File: config.mk
export PLATFORM = sky130hd
export DESIGN_NAME = punct_rate_ctrl
export DESIGN_NICKNAME = d
export VERILOG_FILES = /design/src/rtl/punct_pkg.sv /design/src/rtl/punct_cfg.sv /design/src/rtl/punct_pattern.sv /design/src/rtl/punct_hold.sv /design/src/rtl/punct_rate_ctrl.sv
export SDC_FILE = /design/constraint.sdc
export NUM_CORES = 1
export LEC_CHECK = 0
export BUFFER_PORTS_ARGS = -buffer_cell sky130_fd_sc_hd__buf_2
export CAP_MARGIN = 20
export CORE_MARGIN = 2
export CORE_UTILIZATION = 35
export CTS_BUF_LIST = sky130_fd_sc_hd__clkbuf_16
export DETAILED_ROUTE_END_ITERATION = 10
export RECOVER_POWER = 50
export SKIP_LAST_GASP = 1
export SLEW_MARGIN = 10
export SYNTH_ARGS = -nofsm -noshare
export SYNTH_HDL_FRONTEND = slang
export SYNTH_SLANG_ARGS = --single-unit
File: constraint.sdc
create_clock -name clk -period 2.85 [get_ports clk]
set_input_delay 0.4275 -clock clk [delete_from_list [all_inputs] [get_ports clk]]
set_output_delay 0.4275 -clock clk [all_outputs]
set_load 0.01 [all_outputs]
File: src/rtl/punct_pkg.sv
package punct_pkg;
  // One storage slot of the output path
  typedef struct packed {
    logic vld;
    logic data;
    logic last;
  } slot_t;
endpackage

File: src/rtl/punct_cfg.sv
module punct_cfg #(
  parameter int DEN_W = 4,
  parameter int MIN_N = 8
) (
  input  logic             clk,
  input  logic             rst,
  input  logic [DEN_W:0]   rate_in,
  output logic [DEN_W:0]   n_eff,
  output logic             cfg_err
);
  localparam logic [DEN_W:0] N_LO = (DEN_W+1)'(MIN_N);
  localparam logic [DEN_W:0] N_HI = (DEN_W+1)'(1 << DEN_W);

  logic bad;
  assign bad   = (rate_in < N_LO) || (rate_in > N_HI);
  assign n_eff = bad ? N_HI : rate_in;

  always_ff @(posedge clk) begin
    if (rst)      cfg_err <= 1'b0;
    else if (bad) cfg_err <= 1'b1;
  end


  err_sticky_chk: assert property (@(posedge clk) disable iff (rst)
    cfg_err |=> cfg_err);
endmodule

File: src/rtl/punct_pattern.sv
module punct_pattern #(
  parameter int DEN_W = 4
) (
  input  logic           clk,
  input  logic           rst,
  input  logic           step,
  input  logic           frame_end,
  input  logic [DEN_W:0] n_eff,
  output logic           keep
);
  logic [DEN_W-1:0] phase;
  logic [DEN_W:0]   sum;

  assign sum  = {1'b0, phase} + n_eff;
  assign keep = sum[DEN_W];

  always_ff @(posedge clk) begin
    if (rst || frame_end) phase <= '0;
    else if (step)        phase <= sum[DEN_W-1:0];
  end


  full_keep_chk: assert property (@(posedge clk) disable iff (rst)
    (step && n_eff == (DEN_W+1)'(1 << DEN_W)) |-> keep);
endmodule

File: src/rtl/punct_hold.sv
module punct_hold
  import punct_pkg::*;
#(
  parameter int CNT_W = 16
) (
  input  logic             clk,
  input  logic             rst,
  input  logic             in_fire,
  input  logic             in_keep,
  input  logic             in_bit,
  input  logic             in_last,
  output logic             in_ready,
  input  logic             out_ready,
  output logic             out_valid,
  output logic             out_bit,
  output logic             out_last,
  output logic [CNT_W-1:0] cnt_out,
  output logic             cnt_valid
);
  slot_t            hold_q, out_q;
  logic [CNT_W-1:0] run_cnt;
  logic             o_free, push_new, flush, empty_end;

  assign o_free    = !out_q.vld || out_ready;
  assign in_ready  = !(hold_q.vld && hold_q.last) && (!hold_q.vld || o_free);
  assign push_new  = in_fire && in_keep && hold_q.vld;
  assign flush     = hold_q.vld && hold_q.last && o_free;
  assign empty_end = in_fire && !in_keep && in_last && !hold_q.vld;

  always_ff @(posedge clk) begin
    if (rst) begin
      hold_q    <= '0;
      out_q     <= '0;
      run_cnt   <= '0;
      cnt_out   <= '0;
      cnt_valid <= 1'b0;
    end else begin
      cnt_valid <= 1'b0;
      // output register
      if (push_new || flush)
        out_q <= '{vld: 1'b1, data: hold_q.data, last: flush};
      else if (out_ready)
        out_q.vld <= 1'b0;
      // holding slot: one kept bit waits until its successor is known
      if (in_fire && in_keep)
        hold_q <= '{vld: 1'b1, data: in_bit, last: in_last};
      else if (in_fire && in_last)
        hold_q.last <= hold_q.vld;
      else if (flush)
        hold_q <= '0;
      // per-frame count
      if (flush) begin
        cnt_out   <= run_cnt + CNT_W'(1);
        cnt_valid <= 1'b1;
        run_cnt   <= '0;
      end else if (push_new) begin
        run_cnt <= run_cnt + CNT_W'(1);
      end else if (empty_end) begin
        cnt_out   <= '0;
        cnt_valid <= 1'b1;
      end
    end
  end

  assign out_valid = out_q.vld;
  assign out_bit   = out_q.data;
  assign out_last  = out_q.last;


  stall_hold_chk: assert property (@(posedge clk) disable iff (rst)
    (out_valid && !out_ready) |=> (out_valid && $stable(out_bit) && $stable(out_last)));

  kept_capture_chk: assert property (@(posedge clk) disable iff (rst)
    (in_fire && in_keep) |=> hold_q.vld);
endmodule

File: src/rtl/punct_rate_ctrl.sv
module punct_rate_ctrl #(
  parameter int DEN_W = 4,
  parameter int MIN_N = 8,
  parameter int CNT_W = 16
) (
  input  logic             clk,
  input  logic             rst,
  input  logic [DEN_W:0]   rate_sel,
  input  logic             in_valid,
  output logic             in_ready,
  input  logic             in_bit,
  input  logic             in_par,
  input  logic             in_last,
  output logic             out_valid,
  input  logic             out_ready,
  output logic             out_bit,
  output logic             out_last,
  output logic [CNT_W-1:0] frame_bits,
  output logic             frame_bits_valid,
  output logic             cfg_err
);
  logic [DEN_W:0] n_eff;
  logic           pat_keep, in_fire, keep;

  assign in_fire = in_valid && in_ready;
  assign keep    = !in_par || pat_keep;

  punct_cfg #(.DEN_W(DEN_W), .MIN_N(MIN_N)) u_cfg (
    .clk(clk), .rst(rst), .rate_in(rate_sel), .n_eff(n_eff), .cfg_err(cfg_err)
  );

  punct_pattern #(.DEN_W(DEN_W)) u_pat (
    .clk(clk), .rst(rst), .step(in_fire && in_par),
    .frame_end(in_fire && in_last), .n_eff(n_eff), .keep(pat_keep)
  );

  punct_hold #(.CNT_W(CNT_W)) u_hold (
    .clk(clk), .rst(rst), .in_fire(in_fire), .in_keep(keep), .in_bit(in_bit),
    .in_last(in_last), .in_ready(in_ready), .out_ready(out_ready),
    .out_valid(out_valid), .out_bit(out_bit), .out_last(out_last),
    .cnt_out(frame_bits), .cnt_valid(frame_bits_valid)
  );
endmodule

After elaboration in Yosys (flattened, before gate mapping)
Index checks and enable logic that the tools add are counted.
W data, S select, Z words.
{"block": "totals", "in_bits": 12, "out_inout_bits": 22, "word_cells": 59, "ff_bits": 44}
{"block": "classes", "mux": 13, "magnitude_cmp": 2, "reduce_logical": 29, "n_addsub": 2, "eq_ne": 2}
{"operator": "$mux W16", "count": 3}
{"operator": "$add A16 B1 Y16 const B", "count": 1}
{"operator": "$logic_and A1 B1 Y1", "count": 11}
{"operator": "$logic_or A1 B1 Y1", "count": 6}
{"operator": "$mux W1", "count": 6}
{"operator": "$mux W3", "count": 2}
{"operator": "$reduce_bool A2 Y1", "count": 3}
{"operator": "$add A4 B5 Y5", "count": 1}
{"operator": "$gt A5 B5 Y1 const B", "count": 1}
{"operator": "$logic_not A1 Y1", "count": 5}
{"operator": "$lt A5 B4 Y1 const B", "count": 1}
{"operator": "$mux W5", "count": 1}
{"operator": "$reduce_and A2 Y1", "count": 2}
{"operator": "$reduce_bool A3 Y1", "count": 1}
{"operator": "$mux W2", "count": 1}
{"operator": "$ne A2 B1 Y1 const B", "count": 1}
{"operator": "$ne A2 B2 Y1 const B", "count": 1}
{"operator": "$reduce_or A2 Y1", "count": 1}

Logic depth before layout (Yosys ltp)
Gate-level depths: netlist of run 1.
{"block": "depth", "word_depth": 12, "ltp_mapped": 13, "ltp_nobuf": 11}

By module
A second synthesis of run 1 with hierarchy kept.
{"block": "unflattened", "cells_unflattened": 253, "hier_area_um2": 2199.6}
{"mod": "punct_hold", "instances": 1, "area_each_um2": 1784.2, "cells_per_inst": 208, "seq_area_each_um2": 780.7}
{"mod": "punct_pattern", "instances": 1, "area_each_um2": 297.8, "cells_per_inst": 31, "seq_area_each_um2": 80.1}
{"mod": "punct_cfg", "instances": 1, "area_each_um2": 92.6, "cells_per_inst": 10, "seq_area_each_um2": 20.0}
{"mod": "punct_rate_ctrl", "instances": 1, "area_each_um2": 25.0, "cells_per_inst": 4, "seq_area_each_um2": 0.0}

Worst setup path before layout of run 1
OpenSTA, ideal clock, no wires.
{"block": "synth_timing", "kind": "input to register", "startpoint": "in rate_sel[4]", "endpoint": "reg u_hold.run_cnt[3]", "stages": 13, "setup_time_ns": 0.070, "t_required_ns": 2.780, "setup_slack_ns": 0.137, "arrival_ns": 2.642, "path_buffers": 2, "path_cell_list": "nand2b_1 > inv_1 > and2_1 > ha_1 > inv_1 > fa_1 > nand2b_1 > a2111o_1 > o211ai_1 > clkbuf_1 > buf_4 > o21ai_0 > a21oi_1"}
{"block": "synth_via", "elab_chain_cells": 7, "word_cells_on_any_way": 8, "cone_classes": "add/sub (1); order compare (2); mux (1); reduce/logical (4)"}
{"item": "start, declared", "line_no": "punct_rate_ctrl.sv:8", "source": "input logic [DEN_W:0] rate_sel,"}
{"item": "$lt A5 B4 Y1 or $gt A5 B5 Y1 (tied branches)", "line_no": "punct_cfg.sv:15", "source": "assign bad = (rate_in < N_LO) || (rate_in > N_HI);"}
{"item": "$logic_or A1 B1 Y1", "line_no": "punct_cfg.sv:15"}
{"item": "$mux W5 (*)", "line_no": "punct_cfg.sv:16", "source": "assign n_eff = bad ? N_HI : rate_in;"}
{"item": "$add A4 B5 Y5 (*)", "line_no": "punct_pattern.sv:14", "source": "assign sum = {1'b0, phase} + n_eff;"}
{"item": "$logic_or A1 B1 Y1 (*)", "line_no": "punct_rate_ctrl.sv:26", "source": "assign keep = !in_par || pat_keep;"}
{"item": "$logic_and A1 B1 Y1 (*) (2 in a row)", "line_no": "punct_hold.sv:26", "source": "assign push_new = in_fire && in_keep && hold_q.vld;"}
{"item": "end signal, assigned", "line_no": "punct_hold.sv:57", "source": "run_cnt <= run_cnt + CNT_W'(1);"}
{"item": "end, declared", "line_no": "punct_hold.sv:21", "source": "logic [CNT_W-1:0] run_cnt;"}
Every way passes the cells marked *; elsewhere a longest branch is shown, timed or not.
A chain may end at the register's enable or synchronous reset.

Worst setup path after layout of run 1
{"block": "layout_timing", "startpoint": "in rate_sel[4]", "endpoint": "reg u_hold.hold_q[1] (netlist bit)"}
{"block": "layout_via", "elab_chain_cells": 8, "word_cells_on_any_way": 11, "cone_classes": "add/sub (1); order compare (2); eq/ne (1); mux (2); reduce/logical (5)"}
{"item": "$lt A5 B4 Y1 or $gt A5 B5 Y1 (tied branches)", "line_no": "punct_cfg.sv:15"}
{"item": "$logic_or A1 B1 Y1", "line_no": "punct_cfg.sv:15"}
{"item": "$mux W5 (*)", "line_no": "punct_cfg.sv:16"}
{"item": "$add A4 B5 Y5 (*)", "line_no": "punct_pattern.sv:14"}
{"item": "$logic_or A1 B1 Y1 (*)", "line_no": "punct_rate_ctrl.sv:26"}
{"item": "$logic_and A1 B1 Y1 (*)", "line_no": "punct_hold.sv:45", "source": "if (in_fire && in_keep)"}
{"item": "$ne A2 B1 Y1 (no line) or $reduce_bool A2 Y1 (tied branches)"}
{"item": "$reduce_and A2 Y1 (no line)"}
{"item": "end signal, assigned", "line_no": "punct_hold.sv:46", "source": "hold_q <= '{vld: 1'b1, data: in_bit, last: in_last};"}
{"item": "end, declared", "line_no": "punct_hold.sv:20", "source": "slot_t hold_q, out_q;"}
Marked as above.

==> flow_metrics.env, run 1 <==
export IMPL_status="completed"
export IMPL_arrival_ps=2820
export IMPL_initial_core_util_pct=36.0
export IMPL_ctsHoldBuffers=0
export IMPL_slew_violations=0
export IMPL_hold_class="input pin to register"
export IMPL_clockRootBuffer="clkbuf_16"
export IMPL_end_kind="register"
export IMPL_path_cells="buf_2, nand2b_1, inv_1, and2_0, ha_1, inv_1, fa_1, nand2b_1, clkbuf_1, a2111o_1, o2111a_1, buf_4, o31ai_1"
export IMPL_cp_required_ps=3030
export IMPL_final_cell_count_no_fill=391
export IMPL_internal_power_mw=1.07
export IMPL_slew_headroom_pct=52.9
export IMPL_critical_path_buf_inv_count=5
export IMPL_finalWeightedCongestion=0.803
export IMPL_ir_drop_v=0.000246
export IMPL_die_x_um=84.6
export IMPL_worstMarginPinSlew_ps=706
export IMPL_ys_flop_type="dfxtp_1"
export IMPL_cts_tree="built"
export IMPL_rows=29
export IMPL_synth_cell_types=47
export IMPL_cts_buffers=5
export IMPL_drt_total_wl_um=5580
export IMPL_place_area_mm2=0.00256
export IMPL_setup_viol=0
export IMPL_post_cts_buffers=0
export IMPL_cts_resized=0
export IMPL_p_clk_share_pct=46.6
export IMPL_syn_num_nets=297
export IMPL_grt_use_met1_pct=20.6
export IMPL_cp_start_kind="input pin"
export IMPL_cts_buffer_depth=2
export IMPL_dieHeight_um=84.6
export IMPL_diodes=0
export IMPL_wl_per_cell_um=14.3
export IMPL_grtUsageMet3_pct=3.44
export IMPL_min_period_ps=2640
export IMPL_io_pins=34
export IMPL_finalHoldViolCount=0
export IMPL_pre_cts_ws_ps=-64.6
export IMPL_ys_async_sr_fraction_pct=0
export IMPL_p_leak_nw=0.965
export IMPL_dr_first_iter_drc_count=60
export IMPL_antenna_found_initial=0
export IMPL_insertion_delay_ps=280
export IMPL_power_density_mw_per_mm2=513
export IMPL_rsz0062_at_grt="false"
export IMPL_layout_common_cells="44 x dfxtp_1, 35 x a21oi_1, 25 x nand2_1"
export IMPL_ys_ff_latch=44
export IMPL_yosysSeqAreaShare_pct=38.7
export IMPL_synth_cells=279
export IMPL_avgSynthCellArea_um2=8.16
export IMPL_critical_path_max_stage_delay_ps=410
export IMPL_place_hpwl_um=3840
export IMPL_busiest_layer="met2"
export IMPL_setup_ws_ps=209
export IMPL_cap_violations=0
export IMPL_swShare_pct=22.3
export IMPL_core_mm2=0.00631
export IMPL_grt_usage_pct=16.2
export IMPL_layout_commonest_cell="dfxtp_1"
export IMPL_drc=0
export IMPL_crit_family="compound AO/OA/AOI/OAI gates"
export IMPL_finalSetupTns_ps=0
export IMPL_critPathMaxFanout=5
export IMPL_period_share_pct=92.7
export IMPL_synth_edf_count=0
export IMPL_ant_nets=0
export IMPL_fin_nets=331
export IMPL_fmax_mhz=379
export IMPL_grt_pass1_vias=2018
export IMPL_clk_pin_slew_ps=60
export IMPL_grt_start_max_net_pins=30
export IMPL_grt_util_met2_pct=27.7
export IMPL_stdcell_area_mm2=0.00269
export IMPL_criticalPathCategory="input pin to register"
export IMPL_drive_gt1_share_pct=10.2
export IMPL_finalClockSkew_ps=3.32
export IMPL_vias_per_cell=5.43
export IMPL_port_buffer_count=33
export IMPL_htree_levels=2
export IMPL_seq_power_share_pct=46.1
export IMPL_num_vias=2123
export IMPL_cts_sinks=44
export IMPL_power_switching_mw=0.307
export IMPL_syn2layout_area_growth_pct=18.0
export IMPL_globalRouteOverflowTotal=0
export IMPL_placed_cells=383
export IMPL_drt_pass1_iter_count=4
export IMPL_post_route_util_pct=42.5
export IMPL_ys_warn_count=0
export IMPL_grt_pass1_wl_um=9600
export IMPL_syn_area_mm2=0.00228
export IMPL_p_comb_share_pct=7.4
export IMPL_dieArea_mm2=0.00716
export IMPL_crit_slowest_cell="a2111o_1"
==> power by group through the flow <==
stage / clock network, mW / logic [mW] / registers (mW)
detailed placement: 0 / 0.103 / 0.648
global placement: 0 / 0.102 / 0.648
CTS: 0.657 / 0.104 / 0.634
floorplan: 0 / 0.0620 / 0.648
finish: 0.641 / 0.101 / 0.635
global route: 0.679 / 0.113 / 0.637
==> synth_stat cells (2+ instances only) <==
| cell type | number | area (um^2) |
|---|---|---|
| nor3_1 | 3 | 15.0 |
| a22oi_1 | 4 | 30.0 |
| a31oi_1 | 2 | 12.5 |
| and2_1 | 3 | 18.8 |
| dfxtp_1 | 44 | 881 |
| ha_1 | 5 | 62.6 |
| o211ai_1 | 3 | 22.5 |
| a21o_1 | 2 | 15.0 |
| or3_1 | 12 | 75.1 |
| xor2_1 | 4 | 35.0 |
| o31ai_1 | 3 | 22.5 |
| nand3_1 | 23 | 115 |
| inv_1 | 11 | 41.3 |
| nor2b_1 | 3 | 18.8 |
| xnor2_1 | 9 | 78.8 |
| nand2b_1 | 5 | 31.3 |
| a21oi_1 | 35 | 175 |
| o21ai_0 | 16 | 80.1 |
| or4_1 | 5 | 37.5 |
| nand2_1 | 25 | 93.8 |
| nor4_1 | 5 | 31.3 |
| and3_1 | 3 | 18.8 |
| clkbuf_1 | 11 | 41.3 |
| nor2_1 | 14 | 52.6 |
| or3_2 | 3 | 22.5 |
| nand4_1 | 5 | 31.3 |
==> worst paths after layout <==
path | end | start | cells after the start | slack (ps)
setup / recovery | u_hold.hold_q[1] | rate_sel[4] | 13 | 210
hold / removal | u_hold.hold_q[1] | in_bit | 3 | 390
setup reg to reg | u_hold.hold_q[1] | u_pat.phase[0] | 9 | 470
hold reg to reg | u_hold.cnt_out[11] | u_hold.cnt_out[11] | 2 | 460
==> registers in the layout, summed over array words and instances, names as in the netlist <==
signal and cells:
u_hold.out_valid 1, u_cfg.cfg_err 1, u_hold.cnt_out 16, u_pat.phase 4, u_hold.out_last 1, u_hold.out_bit 1
u_hold.cnt_valid 1, u_hold.run_cnt 16, u_hold.hold_q 3
==> tightest hold or removal path, cell delays in order <==
cell	delay, ps
buf_2	80
nand3_1	50
o31ai_1	70
==> through the flow <==
step,hold slack (ps),total power [mW]
after floorplan,442,0.710
after global placement,444,0.750
after detailed placement,457,0.751
after CTS,390,1.40
after global routing,407,1.43
final,388,1.38
==> metal layers <==
layer / vias up / part of all wire (%) / wire length [um]
met5: - / 0 / 0
met4: 0 / 0.54 / 30
met3: 2 / 3.9 / 215
met2: 40 / 49 / 2740
met1: 1013 / 46 / 2590
li1: 1068 / - / -
==> cell families after synthesis <==
logic type                 Yosys count  synth area share, %
adders and majority gates            6                 3.63
AOI/OAI and AO/OA                   72                 18.6
xor gates and xnor gates            13                 5.00
buffers and inverters               26                 4.89
and+or+nand+nor                    115                 27.7
muxes                                3                 1.54
DFF                                 44                 38.7
==> cell type report <==
class | instances | area, um^2
well taps | 77 | 96.3
flip-flops and latches | 44 | 881
clock inverters | 3 | 38.8
multi-input cells | 209 | 1280
inverters | 11 | 41.3
fillers | 651 | 3630
repair buffers | 42 | 223
clock buffers | 5 | 125
(Power assumes the default switching activity.)
==> run 2, diff against run 1 <==
--- a/config.mk
+++ b/config.mk
@@ -16,4 +16,5 @@
 export SLEW_MARGIN = 10
 export SYNTH_ARGS = -nofsm -noshare
 export SYNTH_HDL_FRONTEND = slang
+export SYNTH_HIERARCHICAL = 1
 export SYNTH_SLANG_ARGS = --single-unit
==> constraint.sdc (replaced) <==
create_clock -name clk -period 3.21 [get_ports clk]
set_input_delay 0.4815 -clock clk [delete_from_list [all_inputs] [get_ports clk]]
set_output_delay 0.4815 -clock clk [all_outputs]
set_load 0.01 [all_outputs]
==> run 2 against run 1 <==
Final cell count down 7.9%. Global-route usage down 1.9 points. Clock skew up 1.3 ps. Area after synthesis down 3.4%. Power down 11%. Highest routed layer unchanged. Critical path type unchanged. Via count down 10%. Die area down 3.2%. Largest cell class unchanged. Routed wire length down 12%.
==> flow_metrics.env, run 2 <==
export IMPL_worstRegToRegCells=13
export IMPL_ir_drop_v=0.000334
export IMPL_cap_violations=0
export IMPL_synth_most_common_cell="dfxtp_1"
export IMPL_layout_commonest_cell="dfxtp_1"
export IMPL_slew_headroom_pct=52.9
export IMPL_dr_first_iter_drc_count=93
export IMPL_core_mm2=0.00599
export IMPL_ctsHoldBuffers=0
export IMPL_setup_viol=0
export IMPL_r2r_start="u_pat/phase[0]"
export IMPL_route_met2_wl_um=2230
export IMPL_placed_cells=351
export IMPL_min_period_ps=2930
export IMPL_cp_required_ps=3370
export IMPL_reg2reg_setup_slack_ps=540
export IMPL_avgSynthCellArea_um2=8.69
export IMPL_clk_pin_slew_ps=60
export IMPL_yosysSeqAreaShare_pct=40.0
export IMPL_insertion_delay_ps=280
export IMPL_min_from="u_hold/out_bit"
export IMPL_ant_nets=0
export IMPL_wl_met3_um=176
export IMPL_cts_sinks=44
export IMPL_seq_power_share_pct=46.0
export IMPL_synth_area_leaders="dfxtp_1 40%, xnor2_1 6.4%, a21oi_1 3.6%"
export IMPL_period_share_pct=91.4
export IMPL_finalClockSkew_ps=4.57
export IMPL_top_layer="met4"
export IMPL_drive_gt1_share_pct=9.82
export IMPL_cts_buffer_depth=2
export IMPL_fmax_mhz=341
export IMPL_final_cell_count_no_fill=360
export IMPL_dieHeight_um=83.3
export IMPL_p_comb_share_pct=6.8
export IMPL_io_pins=34
export IMPL_num_vias=1902
export IMPL_swShare_pct=22.2
export IMPL_ys_async_sr_fraction_pct=0
export IMPL_finalWeightedCongestion=0.778
export IMPL_finalHoldViolCount=0
export IMPL_globalRouteOverflowTotal=0
export IMPL_drc=0
export IMPL_status="completed"
export IMPL_synth_cell_types=43
export IMPL_criticalPathCategory="input pin to register"
export IMPL_drt_total_wl_um=4930
export IMPL_ys_ff_latch=44
export IMPL_layout_common_cells="44 x dfxtp_1, 23 x clkbuf_1, 20 x nand2_1"
export IMPL_ys_warn_count=6
export IMPL_critPathMaxFanout=6
export IMPL_p_clk_share_pct=47.1
export IMPL_cts_buffers=5
export IMPL_ys_flop_type="dfxtp_1"
export IMPL_cts_resized=0
export IMPL_vias_per_cell=5.28
export IMPL_synth_cells=253
export IMPL_rsz0062_at_grt="false"
export IMPL_yosysTopAreaCellShare_pct=40.0
export IMPL_place_area_mm2=0.00244
export IMPL_fin_nets=302
export IMPL_reg_top3="u_hold/cnt_out (16), u_hold/run_cnt (16), u_pat/phase (4)"
export IMPL_holdWs_ps=464
export IMPL_post_cts_buffers=0
export IMPL_stdcell_area_mm2=0.00257
export IMPL_syn2layout_area_growth_pct=17.1
export IMPL_power_density_mw_per_mm2=476
export IMPL_wl_per_cell_um=13.7
export IMPL_die_x_um=83.3
export IMPL_cts_tree="built"
export IMPL_power_switching_mw=0.272
export IMPL_ys_top_cells_by_count="44 x dfxtp_1, 20 x nand2_1, 19 x nor2_1"
export IMPL_drt_pass1_iter_count=4
export IMPL_grt_start_max_net_pins=26
export IMPL_yosys_area_top_type="dfxtp_1"
export IMPL_holdPathStages=2
export IMPL_dieArea_mm2=0.00693
export IMPL_hold_class="register to register"
export IMPL_place_hpwl_um=3510
export IMPL_wl_met1_um=2430
export IMPL_htree_levels=2
export IMPL_slew_violations=0
export IMPL_arrival_ps=3090
export IMPL_syn_area_mm2=0.00220
export IMPL_diodes=0
export IMPL_synth_edf_count=0
export IMPL_rows=28
export IMPL_internal_power_mw=0.953
export IMPL_grt_pass1_wl_um=8250
export IMPL_antenna_found_initial=0
export IMPL_syn_num_nets=271
export IMPL_initial_core_util_pct=36.7
export IMPL_end_kind="register"
export IMPL_worstMarginPinSlew_ps=704
export IMPL_grt_usage_pct=14.4
export IMPL_clockRootBuffer="clkbuf_16"
export IMPL_cp_start_kind="input pin"
export IMPL_r2r_end="u_hold/cnt_out[4]"
export IMPL_hold_end="u_hold/out_bit"
export IMPL_port_buffer_count=33
export IMPL_grt_pass1_vias=1801
export IMPL_p_leak_nw=0.935
run 2: changes by cell type after synthesis, moves of 6 or more:
cell     change
xnor2_1      +7
o21ai_0      -9
a22o_1       +6
or3_1        -7
a21oi_1     -19
nand3_1      -9
run 2: per-stage QoR:
step / setup WS, ps / total power, mW / TNS [ps] / utilization (%)
3_5_place_dp: -80.8 / 0.663 / -473 / 40.7
6_report: 275 / 1.23 / 0 / 43.0
2_1_floorplan: 326 / 0.631 / 0 / -
4_1_cts: 185 / 1.24 / 0 / 43.5
3_3_place_gp: 47.3 / 0.663 / 0 / 40.7
5_1_grt: 12.5 / 1.27 / 0 / 43.0
run 2: kinds of logic after synthesis:
group | after synthesis | synth area share, %
flip-flops | 44 | 40.0
AND/OR/NAND/NOR | 104 | 26.1
AO/OA/AOI/OAI | 53 | 16.7
adder cells (fa/ha/maj) | 6 | 3.75
XOR/XNOR | 21 | 8.36
buffers and inverters | 23 | 4.21
multiplexers | 2 | 0.910
run 2: per-layer routing:
metal / up-vias / global-route usage, %
met5: - / 0
met4: 0 / 6.41
met3: 8 / 2.98
met2: 40 / 22.9
met1: 874 / 18.7
li1: 980 / -
run 2: power by group through the flow:
stage          logic, mW  clock network [mW]  registers (mW)
2_1_floorplan     0.0549                   0           0.576
3_3_place_gp      0.0864                   0           0.576
3_5_place_dp      0.0871                   0           0.576
4_1_cts           0.0875               0.591           0.564
5_1_grt           0.0944               0.614           0.565
6_report          0.0838               0.577           0.564
run 2: worst max-delay path by stage:
stage                           start                 end  cells after the start
after floorplan           rate_sel[3]  u_hold/run_cnt[10]                     15
after global placement    rate_sel[4]   u_hold/cnt_out[7]                     14
after detailed placement  rate_sel[3]   u_hold/cnt_out[7]                     14
after CTS                 rate_sel[3]   u_hold/cnt_out[7]                     14
after global routing      rate_sel[3]   u_hold/cnt_out[2]                     16
final                     rate_sel[3]   u_hold/cnt_out[4]                     16
run 2: area by class of cell:
class | count | area [um^2]
clock buffer | 5 | 125
clock inverter | 3 | 42.5
sequential | 44 | 881
multi-input combinational | 186 | 1220
fill | 609 | 3420
tap | 75 | 93.8
timing repair buffer | 37 | 174
inverter | 10 | 37.5
run 2: critical path, stage by stage:
cell,delay (ps)
buf_2,90
nor2b_4,190
and2_1,150
ha_1,160
inv_1,50
fa_1,400
inv_1,70
a21o_1,100
a21oi_1,70
xnor2_1,120
nand2b_1,180
nor4bb_1,430
buf_4,200
a21oi_1,100
a22oi_1,240
nor2_1,50
